<file path="src/rtl/spi_irq_pkg.sv">
package spi_irq_pkg;
  typedef enum logic [1:0] {
    RD_NONE = 2'd0,
    RD_STAT = 2'd1,
    RD_MASK = 2'd2
  } rd_sel_e;
endpackage

</file>
<file path="src/rtl/spi_irq_dec.sv">
module spi_irq_dec
  import spi_irq_pkg::*;
#(
  parameter int          ADDR_W   = 8,
  parameter int          NUM_SRC  = 7,
  parameter logic [ADDR_W-1:0] OFF_STAT = 8'h04,
  parameter logic [ADDR_W-1:0] OFF_EN   = 8'h08,
  parameter logic [ADDR_W-1:0] OFF_DIS  = 8'h0C,
  parameter logic [ADDR_W-1:0] OFF_MASK = 8'h10
) (
  input  logic [ADDR_W-1:0]  addr_i,
  input  logic               wr_en_i,
  input  logic [NUM_SRC-1:0] wdata_i,
  output logic [NUM_SRC-1:0] stat_clr_o,
  output logic [NUM_SRC-1:0] mask_set_o,
  output logic [NUM_SRC-1:0] mask_clr_o,
  output rd_sel_e            rd_sel_o
);
  logic hit_stat, hit_en, hit_dis, hit_mask;

  assign hit_stat = (addr_i == OFF_STAT);
  assign hit_en   = (addr_i == OFF_EN);
  assign hit_dis  = (addr_i == OFF_DIS);
  assign hit_mask = (addr_i == OFF_MASK);

  assign stat_clr_o = (wr_en_i && hit_stat) ? wdata_i : '0;
  assign mask_set_o = (wr_en_i && hit_en)   ? wdata_i : '0;
  assign mask_clr_o = (wr_en_i && hit_dis)  ? wdata_i : '0;

  // enable/disable ports are write-only: they read as zero
  always_comb begin
    if (hit_stat)      rd_sel_o = RD_STAT;
    else if (hit_mask) rd_sel_o = RD_MASK;
    else               rd_sel_o = RD_NONE;
  end
endmodule

</file>
<file path="src/rtl/spi_irq_status.sv">
module spi_irq_status #(
  parameter int NUM_SRC = 7
) (
  input  logic               clk_i,
  input  logic               rst_ni,
  input  logic [NUM_SRC-1:0] event_i,
  input  logic [NUM_SRC-1:0] clr_i,
  output logic [NUM_SRC-1:0] status_o
);
  logic [NUM_SRC-1:0] status_q;

  for (genvar g = 0; g < NUM_SRC; g++) begin : g_bit
    always_ff @(posedge clk_i or negedge rst_ni) begin
      if (!rst_ni)         status_q[g] <= 1'b0;
      else if (event_i[g]) status_q[g] <= 1'b1;  // set beats clear
      else if (clr_i[g])   status_q[g] <= 1'b0;
    end
  end

  assign status_o = status_q;

  p_event_sets_r2: assert property (@(posedge clk_i) disable iff (!rst_ni)
    (event_i != '0) |=> ((status_q & $past(event_i)) == $past(event_i)));

  p_clear_lands_r3: assert property (@(posedge clk_i) disable iff (!rst_ni)
    ((clr_i & ~event_i) != '0) |=> ((status_q & $past(clr_i & ~event_i)) == '0));

  p_fall_needs_clear_r3: assert property (@(posedge clk_i) disable iff (!rst_ni)
    (clr_i == '0) |=> ((~status_q & $past(status_q)) == '0));

  p_collision_set_r4: assert property (@(posedge clk_i) disable iff (!rst_ni)
    ((clr_i & event_i) != '0) |=> ((status_q & $past(clr_i & event_i)) == $past(clr_i & event_i)));
endmodule

</file>
<file path="src/rtl/spi_irq_mask.sv">
module spi_irq_mask #(
  parameter int NUM_SRC = 7
) (
  input  logic               clk_i,
  input  logic               rst_ni,
  input  logic [NUM_SRC-1:0] set_i,
  input  logic [NUM_SRC-1:0] clr_i,
  output logic [NUM_SRC-1:0] mask_o
);
  logic [NUM_SRC-1:0] mask_q;

  for (genvar g = 0; g < NUM_SRC; g++) begin : g_bit
    always_ff @(posedge clk_i or negedge rst_ni) begin
      if (!rst_ni)       mask_q[g] <= 1'b0;
      else if (set_i[g]) mask_q[g] <= 1'b1;
      else if (clr_i[g]) mask_q[g] <= 1'b0;
    end
  end

  assign mask_o = mask_q;

  p_enable_sets_r5: assert property (@(posedge clk_i) disable iff (!rst_ni)
    (set_i != '0) |=> ((mask_q & $past(set_i)) == $past(set_i)));

  p_disable_clears_r6: assert property (@(posedge clk_i) disable iff (!rst_ni)
    (clr_i != '0) |=> ((mask_q & $past(clr_i)) == '0));

  p_idle_holds_r7: assert property (@(posedge clk_i) disable iff (!rst_ni)
    (set_i == '0 && clr_i == '0) |=> $stable(mask_q));
endmodule

</file>
<file path="src/rtl/spi_irq_regs.sv">
module spi_irq_regs
  import spi_irq_pkg::*;
#(
  parameter int ADDR_W  = 8,
  parameter int NUM_SRC = 7,
  parameter logic [ADDR_W-1:0] OFF_STAT = 8'h04,
  parameter logic [ADDR_W-1:0] OFF_EN   = 8'h08,
  parameter logic [ADDR_W-1:0] OFF_DIS  = 8'h0C,
  parameter logic [ADDR_W-1:0] OFF_MASK = 8'h10
) (
  input  logic               clk_i,
  input  logic               rst_ni,
  input  logic [ADDR_W-1:0]  addr_i,
  input  logic               wr_en_i,
  input  logic [NUM_SRC-1:0] wdata_i,
  output logic [NUM_SRC-1:0] rdata_o,
  input  logic [NUM_SRC-1:0] event_i,
  output logic               irq_o
);
  logic [NUM_SRC-1:0] stat_clr, mask_set, mask_clr;
  logic [NUM_SRC-1:0] status, mask;
  rd_sel_e            rd_sel;

  spi_irq_dec #(
    .ADDR_W(ADDR_W), .NUM_SRC(NUM_SRC),
    .OFF_STAT(OFF_STAT), .OFF_EN(OFF_EN), .OFF_DIS(OFF_DIS), .OFF_MASK(OFF_MASK)
  ) i_dec (
    .addr_i    (addr_i),
    .wr_en_i   (wr_en_i),
    .wdata_i   (wdata_i),
    .stat_clr_o(stat_clr),
    .mask_set_o(mask_set),
    .mask_clr_o(mask_clr),
    .rd_sel_o  (rd_sel)
  );

  spi_irq_status #(.NUM_SRC(NUM_SRC)) i_status (
    .clk_i   (clk_i),
    .rst_ni  (rst_ni),
    .event_i (event_i),
    .clr_i   (stat_clr),
    .status_o(status)
  );

  spi_irq_mask #(.NUM_SRC(NUM_SRC)) i_mask (
    .clk_i (clk_i),
    .rst_ni(rst_ni),
    .set_i (mask_set),
    .clr_i (mask_clr),
    .mask_o(mask)
  );

  always_comb begin
    unique case (rd_sel)
      RD_STAT: rdata_o = status;
      RD_MASK: rdata_o = mask;
      default: rdata_o = '0;
    endcase
  end

  assign irq_o = |(status & mask);

  p_no_irq_unmasked_r10: assert property (@(posedge clk_i) disable iff (!rst_ni)
    (mask == '0) |-> !irq_o);

  p_irq_follows_event_r10: assert property (@(posedge clk_i) disable iff (!rst_ni)
    ((event_i & mask & ~mask_clr) != '0) |=> irq_o);

  p_wo_reads_zero_r9: assert property (@(posedge clk_i) disable iff (!rst_ni)
    (addr_i == OFF_EN || addr_i == OFF_DIS) |-> (rdata_o == '0));

  always_comb begin
    if (!rst_ni) p_reset_quiet_r1: assert (!irq_o || $isunknown(irq_o));
  end
endmodule

</file>
<file path="config.mk">
export PLATFORM = sky130hd
export DESIGN_NAME = spi_irq_regs
export DESIGN_NICKNAME = d
export VERILOG_FILES = /design/src/rtl/spi_irq_pkg.sv /design/src/rtl/spi_irq_dec.sv /design/src/rtl/spi_irq_status.sv /design/src/rtl/spi_irq_mask.sv /design/src/rtl/spi_irq_regs.sv
export SDC_FILE = /design/constraint.sdc
export NUM_CORES = 1
export LEC_CHECK = 0
export ABC_AREA = 1
export ABC_CLOCK_PERIOD_IN_PS = 1400
export BUFFER_PORTS_ARGS = -buffer_cell sky130_fd_sc_hd__buf_4
export CORE_MARGIN = 4
export CORE_UTILIZATION = 38
export CTS_CLUSTER_DIAMETER = 100
export CTS_CLUSTER_SIZE = 25
export DETAILED_ROUTE_END_ITERATION = 10
export HOLD_SLACK_MARGIN = 0.1
export PLACE_DENSITY = 0.68
export SETUP_SLACK_MARGIN = 0.4
export SYNTH_ARGS = -nofsm -noshare
export SYNTH_HDL_FRONTEND = slang
export SYNTH_SLANG_ARGS = --single-unit
</file>
<file path="constraint.sdc">
create_clock -name clk_i -period 1.4 [get_ports clk_i]
set_input_delay 0.21 -clock clk_i [delete_from_list [all_inputs] [get_ports clk_i]]
set_output_delay 0.21 -clock clk_i [all_outputs]
set_load 0.005 [all_outputs]
</file>
==> qor.yml <==
holdWs_ps: 109
hpwl_microns: 1660
num_antenna_cells: 0
grt_use_met2_pct: 30.6
max_stage_delay_ps: 390
cp_max_fo: 2
cts_tree: "yes"
cts_htree_levels: 1
cp.depth: 5
nets: 205
fin_skew_ps: 0
crit_chain: "nand2_1 -> nand3_2 -> a21oi_2 -> nand4_1 -> buf_4"
r2r_slack_ps: 560
finalSetupViolCount: 0
num_vias: 960
grt_antenna_before_repair: 0
final_cell_mix: "buf_4, nand2_1, inv_1, nand2_2, dfrtp_1"
synth_top_area_share_pct: 39.6
start_util_pct: 40.0
power.total_mw: 0.813
netlist_area_sq_um: 885
p_sw_mw: 0.215
fmax_mhz: 726
min_delay_path_depth: 3
rows: 17
holdCritPathClass: "input port to register"
crit_buf_inv: 1
netlist_instances: 127
drtPass1Iterations: 4
fin_cells: 206
criticalPathCategory: "register to primary output"
cts_made_buffers: 3
peakVddDrop_v: 0.000356
p_leak_nw: 0.767
grt_first_pass_wirelength_microns: 4220
final_common_cell: "buf_4"
finalHoldViolCount: 0
crit_path_end_kind: "primary output"
core_region_area_sq_um: 2210
period_share_pct: 98.4
grt_util_met3_pct: 2.76
final_max_slew_viol_count: 0
cts_buffer_depth: 2
tightest_slew_ps: 193
yosysTopAreaCell: "dfrtp_1"
power_frac_seq_pct: 51.6
combPwrFrac_pct: 20.3
routed_via_density: 4.66
yosys-top-cells-area: "dfrtp_1, nand2_1, inv_1"
overflow: 0
place_congestion: 0.732
slew_headroom_pct: 87.1
min_period_ps: 1380
drt-initial-drc-count: 20
clkPwrFrac_pct: 28.1
syn_avg_cell_area_sq_um: 6.97
path_delay_family: "flip-flops"
grt.total_usage_pct: 16.3
syn_to_final_growth_pct: 65.6
wl_microns: 2480
worstSetupStartpointType: "register"
grt_pass1_vias: 1013
p_sw_share_pct: 26.5
die_w_microns: 56.3
drc: 0
rsz0062_at_grt: "yes"
fp.dieH_microns: 56.3
cap_violations: 0
io_buffers: 32
ys_seq_area_share_pct: 39.6
cp_data_arrival_time_ps: 1170
ys_seq_elements: 14
reg2reg_depth: 4
root_buffer: "clkbuf_4"
pin_count: 33
synth_cell_type_count: 16
pwr_density_cell_nw_per_um2: 555
wire_per_inst_microns: 12.0
status: "completed"
die_area_sq_um: 3160
use_met1_pct: 18.7
clkLatencyLatePin_ps: 270
dp.cells: 187
clock-sinks: 14
required_ps: 1190
dpl-instance-area_sq_um: 1150
clk_pin_slew_ps: 80
drive_above_1_share_pct: 51.7
fin_area_sq_um: 1470
postRouteAntennaNets: 0
cpMaxStageDelayCell: "dfrtp_1"
grt_most_used_layer: "met2"
yosysWarningCount: 0
grt_max_degree: 15
finalSetupTns_ps: 0
synth_nets: 152
p_int_mw: 0.598
worst reg2reg max path: cells and delay by family, from the launching register on:
family,cells,cell delay (ps)
buffers and inverters,2,250
and+or+nand+nor,2,110
DFF,1,390
layer usage:
layer  vias to the layer above  wire, microns  part of all wire (%)
met4                         0             32                   1.3
met5                         -              0                     0
met2                        24           1320                    53
li1                        485              -                     -
met3                         4             99                   4.0
met1                       447           1030                    41
area by class of cell:
| cell class | instances | area, sq um |
|---|---|---|
| flip-flops and latches | 14 | 350 |
| multi-input cells | 85 | 509 |
| inverters | 24 | 90.1 |
| well taps | 28 | 35.0 |
| clock buffers | 3 | 22.5 |
| repair buffers | 52 | 458 |
| fillers | 192 | 747 |
registers in the layout (all words and copies together), names as in the netlist:
register / count
i_mask.mask_o: 7
i_status.status_o: 7
cells by family (layout without fill, tap and decap cells):
| kind of cell | Yosys count | count (layout) | synth area share (%) |
|---|---|---|---|
| AOI/OAI and AO/OA | 8 | 8 | 4.53 |
| buffers and inverters | 28 | 79 | 14.9 |
| DFF | 14 | 14 | 39.6 |
| and+or+nand+nor | 77 | 77 | 41.0 |
Yosys cell counts:
library cell / count
nor2_4: 3
inv_1: 22
o21ai_1: 4
buf_4: 1
nand2_2: 4
inv_2: 2
nand2_1: 48
nand3_2: 3
nand3_1: 12
buf_6: 3
nor2_1: 4
nand4_1: 2
o21ai_0: 3
dfrtp_1: 14
nor2_2: 1
a21oi_1: 1
repair_timing:
action | 4_1_cts | 5_1_grt
hold buffers | 1 | 0
hold endpoints to repair | 14 | 0
setup endpoints to repair | 17 | 15
pin swaps | 8 | 7
buffers inserted | 8 | 7
resized for setup | 16 | 30
power groups by stage:
stage / sequential [mW] / clock [mW] / combinational (mW)
detailed placement: 0.427 / 0 / 0.128
floorplan: 0.426 / 0 / 0.0512
finish: 0.419 / 0.229 / 0.165
global placement: 0.427 / 0 / 0.124
CTS: 0.419 / 0.234 / 0.146
global route: 0.421 / 0.259 / 0.182
per-stage QoR:
stage	utilization, %	setup slack (ps)
final	66.2	23.0
after global routing	66.2	-74.7
after global placement	51.9	47.5
after floorplan	-	311
after detailed placement	51.9	-26.4
after CTS	59.0	15.3
path summary, 6_finish.rpt:
kind / start / endpoint
setup / recovery: i_mask.mask_o[0] / irq_o
hold / removal: event_i[5] / i_status.status_o[5]
setup reg to reg: i_status.status_o[2] / i_status.status_o[2]
hold reg to reg: i_status.status_o[3] / i_status.status_o[3]
max in group asynchronous: rst_ni / i_status.status_o[2]
min in group asynchronous: rst_ni / i_mask.mask_o[5]
No activity file was read; power rests on OpenSTA's default activity.
